`config.mk`:
```
export PLATFORM = sky130hd
export DESIGN_NAME = gpio_setclr_top
export DESIGN_NICKNAME = d
export VERILOG_FILES = /design/src/rtl/gpio_setclr_pkg.sv /design/src/rtl/gpio_bank_ctl.sv /design/src/rtl/gpio_in_sync.sv /design/src/rtl/gpio_pad_drive.sv /design/src/rtl/gpio_setclr_top.sv
export SDC_FILE = /design/constraint.sdc
export NUM_CORES = 1
export LEC_CHECK = 0
export BUFFER_PORTS_ARGS = -buffer_cell sky130_fd_sc_hd__buf_2
export CAP_MARGIN = 25
export CORE_ASPECT_RATIO = 1.1
export CORE_UTILIZATION = 40
export DETAILED_ROUTE_END_ITERATION = 7
export GPL_TIMING_DRIVEN = 0
export PLACE_DENSITY_LB_ADDON = 0.08
export SLEW_MARGIN = 15
export SYNTH_ARGS = -nofsm -noshare
export SYNTH_HDL_FRONTEND = slang
export SYNTH_HIERARCHICAL = 1
export SYNTH_SLANG_ARGS = --single-unit
```
`constraint.sdc`:
```
create_clock -name clk -period 3.16 [get_ports clk]
set_input_delay 0.158 -clock clk [delete_from_list [all_inputs] [get_ports clk]]
set_output_delay 0.158 -clock clk [all_outputs]
set_load 0.1 [all_outputs]
```
`src/rtl/gpio_setclr_pkg.sv`:
```
// Shared definitions for the dual-bank set/clear GPIO controller.
// Assumes the register index is taken from byte-address bits 4:2.
package gpio_setclr_pkg;

    // Number of writable per-pin control registers in a bank.
    localparam int unsigned NREG_CTL = 6;

    // Register index inside a bank window; the value equals the word offset.
    typedef enum logic [2:0] {
        REG_OUTVAL = 3'd0,
        REG_OUTEN  = 3'd1,
        REG_INEN   = 3'd2,
        REG_OALT_A = 3'd3,
        REG_OALT_B = 3'd4,
        REG_IALT   = 3'd5,
        REG_RDBK   = 3'd6,
        REG_NONE   = 3'd7
    } gpio_reg_e;

endpackage

```
`src/rtl/gpio_bank_ctl.sv`:
```
// One bank of per-pin control registers updated by set/clear words.
// Assumes wr_en is already qualified by the bank decode. Reserved pins
// are held at zero. When a set and a clear hit the same pin, the set wins.
module gpio_bank_ctl
    import gpio_setclr_pkg::*;
#(
    parameter int unsigned BW = 16,
    parameter logic [BW-1:0] RSVD = '0
) (
    input  logic                         clk,
    input  logic                         rst_n,
    input  logic                         wr_en,
    input  gpio_reg_e                    wr_sel,
    input  logic [2*BW-1:0]              wr_word,
    output logic [NREG_CTL-1:0][BW-1:0]  ctl_q
);

    logic [BW-1:0] set_bits;
    logic [BW-1:0] clr_bits;

    // Split the write word into its set half and its clear half.
    assign set_bits = wr_word[BW-1:0];
    assign clr_bits = wr_word[2*BW-1:BW];

    for (genvar r = 0; r < NREG_CTL; r++) begin : g_reg
        logic [BW-1:0] q;

        // Hold one control register; apply clear, then set, then the reserved mask.
        always_ff @(posedge clk) begin
            if (!rst_n) begin
                q <= '0;
            end else if (wr_en && (wr_sel == gpio_reg_e'(r))) begin
                q <= ((q & ~clr_bits) | set_bits) & ~RSVD;
            end
        end

        assign ctl_q[r] = q;
    end

endmodule

```
`src/rtl/gpio_in_sync.sv`:
```
// Two-flop synchronizer for the asynchronous pad inputs.
// Assumes each bit is independent; there is no multi-bit coherence.
module gpio_in_sync #(
    parameter int unsigned W = 32
) (
    input  logic         clk,
    input  logic         rst_n,
    input  logic [W-1:0] d,
    output logic [W-1:0] q
);

    logic [W-1:0] meta;

    // Pass the pad levels through two register stages.
    always_ff @(posedge clk) begin
        if (!rst_n) begin
            meta <= '0;
            q    <= '0;
        end else begin
            meta <= d;
            q    <= meta;
        end
    end

endmodule

```
`src/rtl/gpio_pad_drive.sv`:
```
// Output stage of one bank: a pin drives its pad only when drive enable is 1
// and neither output alternate select is 1. Purely combinational.
module gpio_pad_drive #(
    parameter int unsigned BW = 16
) (
    input  logic [BW-1:0] out_val,
    input  logic [BW-1:0] out_en,
    input  logic [BW-1:0] alt_a,
    input  logic [BW-1:0] alt_b,
    output logic [BW-1:0] pad_out,
    output logic [BW-1:0] pad_oe
);

    logic [BW-1:0] drive;

    // Decide per pin whether the controller owns the pad.
    always_comb begin
        drive   = out_en & ~alt_a & ~alt_b;
        pad_oe  = drive;
        pad_out = out_val & drive;
    end

endmodule

```
`src/rtl/gpio_setclr_top.sv`:
```
// Dual-bank GPIO controller. Address bit ADDR_W-1 selects the bank, bits 4:2
// select the register, and all other address bits must be zero. Reads are
// combinational. Writes take effect at the rising edge that accepts them.
module gpio_setclr_top
    import gpio_setclr_pkg::*;
#(
    parameter int unsigned NPINS     = 32,
    parameter int unsigned ADDR_W    = 8,
    parameter logic [NPINS-1:0] RSVD_PINS = 32'hE080_0000
) (
    input  logic              clk,
    input  logic              rst_n,
    input  logic [ADDR_W-1:0] bus_addr,
    input  logic [NPINS-1:0]  bus_wdata,
    input  logic              bus_we,
    output logic [NPINS-1:0]  bus_rdata,
    input  logic [NPINS-1:0]  pad_in,
    output logic [NPINS-1:0]  pad_out,
    output logic [NPINS-1:0]  pad_oe
);

    localparam int unsigned BW      = NPINS / 2;
    localparam int unsigned NBANK   = 2;
    localparam int unsigned BANK_B  = ADDR_W - 1;
    localparam int unsigned IDX_LSB = 2;
    localparam int unsigned IDX_MSB = 4;

    logic                                     bank_sel;
    logic                                     addr_ok;
    gpio_reg_e                                reg_sel;
    logic [NBANK-1:0][NREG_CTL-1:0][BW-1:0]   ctl_st;
    logic [NPINS-1:0]                         sync_q;
    logic [NPINS-1:0]                         in_en_all;
    logic [NPINS-1:0]                         rdbk;
    logic [BW-1:0]                            rd_half;

    // Decode the bank and the register; an off-grid address selects nothing.
    always_comb begin
        bank_sel = bus_addr[BANK_B];
        addr_ok  = (bus_addr[BANK_B-1:IDX_MSB+1] == '0) && (bus_addr[IDX_LSB-1:0] == '0);
        reg_sel  = REG_NONE;
        if (addr_ok) begin
            reg_sel = gpio_reg_e'(bus_addr[IDX_MSB:IDX_LSB]);
        end
    end

    for (genvar b = 0; b < NBANK; b++) begin : g_bank
        gpio_bank_ctl #(
            .BW   (BW),
            .RSVD (RSVD_PINS[b*BW +: BW])
        ) u_ctl (
            .clk     (clk),
            .rst_n   (rst_n),
            .wr_en   (bus_we && (bank_sel == 1'(b))),
            .wr_sel  (reg_sel),
            .wr_word (bus_wdata),
            .ctl_q   (ctl_st[b])
        );

        gpio_pad_drive #(
            .BW (BW)
        ) u_drv (
            .out_val (ctl_st[b][REG_OUTVAL]),
            .out_en  (ctl_st[b][REG_OUTEN]),
            .alt_a   (ctl_st[b][REG_OALT_A]),
            .alt_b   (ctl_st[b][REG_OALT_B]),
            .pad_out (pad_out[b*BW +: BW]),
            .pad_oe  (pad_oe[b*BW +: BW])
        );

        assign in_en_all[b*BW +: BW] = ctl_st[b][REG_INEN];
    end

    gpio_in_sync #(
        .W (NPINS)
    ) u_sync (
        .clk   (clk),
        .rst_n (rst_n),
        .d     (pad_in),
        .q     (sync_q)
    );

    // Gate the synchronized inputs by input enable and hide the reserved pins.
    assign rdbk = sync_q & in_en_all & ~RSVD_PINS;

    // Select the read half for the addressed bank and register.
    always_comb begin
        rd_half = '0;
        case (reg_sel)
            REG_RDBK: rd_half = bank_sel ? rdbk[NPINS-1:BW] : rdbk[BW-1:0];
            REG_NONE: rd_half = '0;
            default:  rd_half = ctl_st[bank_sel][reg_sel];
        endcase
        bus_rdata = {{BW{1'b0}}, rd_half};
    end

endmodule

```
After elaboration in Yosys (flattened, before gate mapping)
Index checks and enable logic that the tools add are counted.

cells by class
  equality and inequality tests = 7
  mux-type cells = 7
  order comparisons = 2
  bitwise logic cells = 37
  reduce and logical (&&, ||, !) cells = 18

operator list
  cell                number
  $mux 96             2
  $and 16x16->16      10
  $or 16x16->16       6
  $and 13x13->13      6
  $or 13x13->13       6
  $bmux 16 s3         1
  $not 16->16         3
  $and 13x16->16      2
  $mux 16             2
  $not 13->16         2
  $pmux 16 s2         1
  $and 29x29->29      1
  $logic_and 1x1->1   15
  $eq 3x3->1 const B  4
  $eq 3x2->1 const B  2
  $logic_not 2->1     2
  $lt 3x4->1 const B  1
  $eq 3x1->1 const B  1
  $logic_not 3->1     1
  $mux 3              1
  $lt 1x2->1 const B  1
  $not 1->1           1

word-level totals
  register bits = 226
  input port bits = 75

Logic depth before layout (Yosys ltp)
Gate-level depths: netlist of run 1.

  depth in word-level cells = 6
  gate-level depth with buffers = 10
  depth with buffers taken out = 6

By module
The synthesis of run 1 kept the hierarchy.

modules (own cells, without submodules)
  module                           area an instance (sq um)  sequential area each (sq um)  instances  cells an instance
  gpio_bank_ctl (g_bank[0].u_ctl)  3,696.0                   1,921.8                       1          361
  gpio_bank_ctl (g_bank[1].u_ctl)  2,957.8                   1,441.4                       1          297
  gpio_setclr_top                  2,187.1                   0.0                           1          269
  gpio_in_sync                     1,791.7                   1,281.2                       1          134
  gpio_pad_drive                   320.3                     0.0                           2          32

Worst setup path after synthesis of run 1
Ideal clock, no wire load.

  path type = input -> output
  start = input bus_addr[6]
  end = output bus_rdata[4]
  slack = 0.089 ns
  arrival time = 2.913 ns
  buffers on the path = 2
  cell stages on the path = 6
  path through = or4_4 > buf_6 > nor3_1 > buf_2 > a21oi_1 > a32oi_1

on the way
  word-level cells in the longest chain between the ends = 6
  elaborated cells between the ends (all ways) = 8
  those cells by class = eq/ne (2); mux (4); reduce/logical (2)

ends and longest elaborated chain
  what                           line                   source
  from (decl)                    gpio_setclr_top.sv:13  input logic [ADDR_W-1:0] bus_addr,
  $logic_not 2->1 (*)            gpio_setclr_top.sv:40  addr_ok = (bus_addr[BANK_B-1:IDX_MSB+1] == '0) && (bus_addr[IDX_LSB-1:0] == '0);
  $logic_and 1x1->1 (*)          gpio_setclr_top.sv:40
  $mux 3 (*)                     gpio_setclr_top.sv:42  if (addr_ok) begin
  $bmux 16 s3                    gpio_setclr_top.sv:92  default: rd_half = ctl_st[bank_sel][reg_sel];
  $mux 16 (not written as such)  gpio_setclr_top.sv:92
  $pmux 16 s2 (*)                gpio_setclr_top.sv:89  case (reg_sel)
  to (decl)                      gpio_setclr_top.sv:16  output logic [NPINS-1:0] bus_rdata,

Every way passes the cells marked *; elsewhere a longest branch is shown, timed or not. The select of a mux whose other input is x is not followed.

Final worst setup path of run 1
  start = input bus_addr[7]
  end = output bus_rdata[4]

on the way
  word-level cells in the longest chain between the ends = 5
  elaborated cells between the ends (all ways) = 6
  those cells by class = mux (6)

ends and longest elaborated chain
  what                                        line
  $mux 96 (not written as such) (2 in a row)  gpio_setclr_top.sv:92
  $bmux 16 s3                                 gpio_setclr_top.sv:92
  $mux 16 (not written as such)               gpio_setclr_top.sv:92
  $pmux 16 s2 (*)                             gpio_setclr_top.sv:89

Marks and branches as above.

==> results of run 1 <==
## how the worst min path moves through the flow
stage,to,slack [ns],cells past startpoint,startpoint
after floorplan,u_sync/meta[0],0.30,1,pad_in[0]
after global placement,u_sync/meta[28],0.38,2,pad_in[28]
after detailed placement,u_sync/meta[26],0.38,2,pad_in[26]
after CTS,g_bank[0].u_ctl/g_reg[2].q[15],0.01,3,bus_wdata[31]
after global routing,g_bank[0].u_ctl/g_reg[3].q[15],0.03,3,bus_wdata[31]
final,g_bank[0].u_ctl/g_reg[1].q[15],0.02,3,bus_wdata[31]
## state kept, by name, summed over array words and instances, names as in the netlist
name	flops
g_bank.u_ctl/g.q	168
u_sync/meta	28
u_sync/q	28
## repair_timing
action                                 CTS  global route
buffers inserted                         0             0
setup endpoints to repair                4             4
hold buffers                            28             0
resized for setup                        0             1
gates cloned                             0             0
endpoints found under the hold margin   28             0
## routing by layer
layer  GRT usage (%)  wire, µm
met4           14.52      2167
met3           7.141      5163
met1           43.68     19370
met5               0         0
met2           52.60     21560
## power breakdown
group / switching, mW / total [mW] / internal, mW
clock network: 1.23 / 3.13 / 1.90
registers: 0.0197 / 2.88 / 2.86
logic: 0.435 / 0.617 / 0.181
total: 1.69 / 6.63 / 4.94
## area by class of cell
class	instances	area, µm²
clock inverter	16	219.0
timing repair buffer	167	975.9
inverter	5	21.27
tap	357	446.7
sequential	224	4484
clock buffer	28	656.9
fill	2559	13540
multi-input combinational	753	5748
buffer	164	940.9
## tightest hold or removal path: stages
cell,delay (ns)
buf_2,0.14
nand2_1,0.06
a32o_1,0.15
==> results.yml, run 1 <==
sta:
  report.final.setup_viol: 0
  hold_viol: 0
  setup-tns-final_ns: 0
  whs_ns: 0.01522
  worstMarginPinSlew_ns: 1.070
  slew_viol_final: 0
  fmax_ghz: 0.3219
  rsz0062_at_grt: "no"
  finalCritPeriodShare_pct: 98.32
  max_slew_margin_pct: 28.70
  fin_skew_ns: 0.004563
  layout_setup_ws_ns: 0.05314
  period_needed_ns: 3.107
final_layout:
  drive_above_1_share_pct: 28.89
  area_delta_synth_final_pct: 22.07
  layout_common_cells: "dfxtp_1, nand2_1, buf_2"
  utilization_pct: 49.91
  fin_nets: 1414
  fin_area_um2: 13490
  diodes: 0
  final_common_cell: "dfxtp_1"
  finalNonFillerCells: 1714
grt:
  grt_max_degree: 22
  grtUsageTotal_pct: 33.29
  grt_pass1_vias: 9785
  gr-total-overflow: 0
  antenna_found_initial: 0
  grt_pass1_wl_um: 67710
clocking:
  cts_buffers: 24
  cts_max_level: 1
  clock_sinks: 224
  cts.path.max_buffers: 3
  insertion_delay_ns: 0.52
  clk_pin_slew_ns: 0.07
  cts-root-buf: "clkbuf_16"
  cts_tree: "yes"
worst_setup_path:
  critPathCapture: "bus_rdata[4]"
  cp-end-kind: "primary output"
  cp.arrival_ns: 2.95
  start_kind: "input port"
  critPathMaxFanout: 10
  crit-reg2reg-launch: "g_bank[0].u_ctl/g_reg[3].q[3]"
  crit_chain: "buf_2 > clkbuf_1 > clkbuf_1 > nand2_1 > a211oi_1 > o21ai_0 > a32oi_1 > buf_2"
  timing.critical_path.buf_inv: 4
  rrSetupSlack_ns: 2.47
  required_ns: 3.00
  r2r-end: "g_bank[0].u_ctl/g_reg[3].q[3]"
  cp_top_family: "buffers and inverters"
  startpoint: "bus_addr[7]"
  reg2reg_depth: 1
  cp.depth: 8
  max_stage_delay_ns: 0.67
  critPathSlowestCell: "clkbuf_1"
  criticalPathCategory: "input port to primary output"
detailed_routing:
  drt-total-wl_um: 48270
  dr.pass1.iters: 6
  routed_via_density: 6.128
  ant_nets: 0
  drt_iter0_drc: 1250
  post_drt_wl_per_cell_um: 28.16
  drcViolationCount: 0
  vias: 10500
placed_design:
  pre_cts_slack_ns: -0.5006
  place_area_um2: 12340
  port_buffers: 139
  dp_hpwl_um: 31880
  place_congestion: 0.9487
  dp.cells: 1643
die:
  fp.dieArea_um2: 28300
  pin_count: 171
  die_h_um: 176.3
  die_x_um: 160.5
  coreArea_um2: 27040
  rows: 63
  start_util_pct: 40.88
power_and_ir_drop:
  powerDensity_nw_per_um2: 491.4
  peakVddDrop_mv: 0.3450
  p_leak_nw: 5.270
  finalPower_mw: 6.630
synthesis:
  yosysWarnings: 6
  synthesis.area_um2: 11050
  avgSynthCellArea_um2: 9.967
  postSynthCellCount: 1109
worst_hold_path:
  hold_path.class: "input port to flip-flop"
outcome:
  status: "finished, final reports clean"
flow_run:
  cap_viol_max_count: 0
No activity file was read; power rests on OpenSTA's default activity.
==> run 2: changes to the inputs <==
Settings changed: PLACE_DENSITY set to 0.68, PLACE_DENSITY_LB_ADDON 0.08 to unset, SLEW_MARGIN 15 to 20.
==> run 2 against run 1 <==
Sequential share of layout area shrank 0.077 points. Via count is essentially flat. Clock skew grew 0.0087 ns. Total power is essentially flat. Die area is the same. Global-route usage shrank 2.9 points. Combinational power shrank 4.1%. Count of clock-buffer cells in the layout grew 4. Sequential cell count is the same. Utilization grew 0.12 points. First-iteration DRC count shrank 7.0%. Largest power group unchanged.
==> results.yml, run 2 (synthesis results as in run 1) <==
outcome:
  status: "finished, final reports clean"
final_layout:
  fin_area_um2: 13520
  diodes: 0
  largest_reg_flops: 168
  regMostFlops: "g_bank.u_ctl/g.q"
  area_delta_synth_final_pct: 22.36
  fin_nets: 1415
  drive_above_1_share_pct: 28.83
  final_common_cell: "dfxtp_1"
  utilization_pct: 50.02
  layout_common_cells: "dfxtp_1, nand2_1, buf_2"
  finalNonFillerCells: 1713
  reg_top3: "g_bank.u_ctl/g.q (168), u_sync/meta (28), u_sync/q (28)"
sta:
  finalCritPeriodShare_pct: 93.26
  report.final.setup_viol: 0
  fin_skew_ns: 0.01327
  fmax_ghz: 0.3393
  rsz0062_at_grt: "no"
  max_slew_margin_pct: 29.62
  slew_viol_final: 0
  period_needed_ns: 2.947
  worstMarginPinSlew_ns: 1.056
  hold_viol: 0
  whs_ns: 0.01495
grt:
  grtUsageTotal_pct: 30.36
  grt_pass1_vias: 10100
  grt_pass1_wl_um: 63690
  gr-total-overflow: 0
  antenna_found_initial: 0
  grt_max_degree: 22
worst_setup_path:
  cp_top_family: "simple AND/OR/NAND/NOR gates"
  timing.critical_path.buf_inv: 3
  crit_chain: "buf_2 > nor4_1 > clkbuf_1 > nand2_2 > nor2_1 > a221o_1 > buf_2"
  criticalPathCategory: "input port to primary output"
  critPathSlowestCell: "nor2_1"
  required_ns: 3.00
  cp.arrival_ns: 2.79
  critPathMaxFanout: 14
  max_stage_delay_ns: 0.51
  cp-end-kind: "primary output"
  cp_common_cell: "buf_2"
  start_kind: "input port"
die:
  die_h_um: 176.3
  start_util_pct: 40.88
  fp.dieArea_um2: 28300
  pin_count: 171
  die_x_um: 160.5
  coreArea_um2: 27040
  rows: 63
detailed_routing:
  ant_nets: 0
  drt_iter0_drc: 1162
  drt-total-wl_um: 43790
  drcViolationCount: 0
  routed_via_density: 6.130
  dr.pass1.iters: 5
  vias: 10500
  post_drt_wl_per_cell_um: 25.56
power_and_ir_drop:
  finalPower_mw: 6.628
  swShare_pct: 23.95
  comb_power_share_pct: 8.9
  p_leak_nw: 5.300
  netSwitchingPower_mw: 1.587
  peakVddDrop_mv: 0.4181
  clkPwrFrac_pct: 47.6
  powerDensity_nw_per_um2: 490.1
  p_seq_share_pct: 43.5
  intPower_mw: 5.041
clocking:
  cts_max_level: 1
  cts.path.max_buffers: 3
  insertion_delay_ns: 0.52
  clk_pin_slew_ns: 0.06
  cts_tree: "yes"
  cts_buffers: 24
  cts-root-buf: "clkbuf_16"
  clock_sinks: 224
placed_design:
  dp_hpwl_um: 30590
  place_congestion: 0.9710
  place_area_um2: 12340
  port_buffers: 139
  dp.cells: 1643
flow_run:
  cap_viol_max_count: 0
worst_hold_path:
  hold_path.class: "input port to flip-flop"
[run 2: cell count changes in the layout (fill, tap and decap cells not counted), sizes merged]
cell         previous run  this run
clkbuf                 65        69
clkinvlp                4         0
clkinv                  6         5
dlygate4sd3            28        29
inv                     6         5
[run 2: layout make-up]
type	count	area (µm²)
clock buffer	32	721.9
multi-input combinational	753	5748
fill	2525	13510
inverter	5	21.27
sequential	224	4484
timing repair buffer	168	985.9
tap	357	446.7
buffer	164	940.9
clock inverter	10	175.2
[run 2: routing by layer]
| layer | share of wire, % | track usage, % | vias up | routed length [µm] |
|---|---|---|---|---|
| met2 | 44 | 48.07 | 786 | 19280 |
| met5 | 0 | 0 | - | 0 |
| met4 | 6.8 | 19.09 | 0 | 2968 |
| li1 | - | - | 4592 | - |
| met1 | 38 | 37.85 | 4953 | 16450 |
| met3 | 12 | 6.108 | 169 | 5082 |
[run 2: path summary, 6_finish.rpt]
check	start	end	slack, ns	depth (start not counted)
setup / recovery	bus_addr[6]	bus_rdata[7]	0.21	7
hold / removal	bus_wdata[23]	g_bank[0].u_ctl/g_reg[4].q[7]	0.01	3
setup reg to reg	g_bank[1].u_ctl/g_reg[3].q[2]	g_bank[1].u_ctl/g_reg[3].q[2]	2.32	1
hold reg to reg	u_sync/meta[28]	u_sync/q[28]	0.44	1
[run 2: worst min-delay path, delay by kind of cell]
| family | cells | cell delay [ns] |
|---|---|---|
| AO/OA/AOI/OAI | 1 | 0.15 |
| AND/OR/NAND/NOR | 1 | 0.06 |
| buffers and inverters | 1 | 0.14 |
[run 2: power by group through the flow]
stage / sequential, mW / combinational [mW] / clock [mW]
floorplan: 2.93 / 0.356 / 0
global placement: 2.94 / 0.539 / 0
detailed placement: 2.94 / 0.544 / 0
CTS: 2.88 / 0.571 / 3.18
global route: 2.88 / 0.612 / 3.29
finish: 2.88 / 0.592 / 3.16
[run 2: repair_timing]
action,4_1_cts,5_1_grt
hold buffers,29,0
hold endpoints to repair,29,0
buffers inserted,0,0
gates resized for setup,0,1
endpoints found under the setup margin,0,11
[run 2: per-stage QoR]
stage	setup WS, ns	setup TNS, ns
3_5_place_dp	-0.2732	-15.91
4_1_cts	0.06822	0
6_report	0.2130	0
3_3_place_gp	-0.2581	-13.62
5_1_grt	0.1769	0
2_1_floorplan	0.08897	0
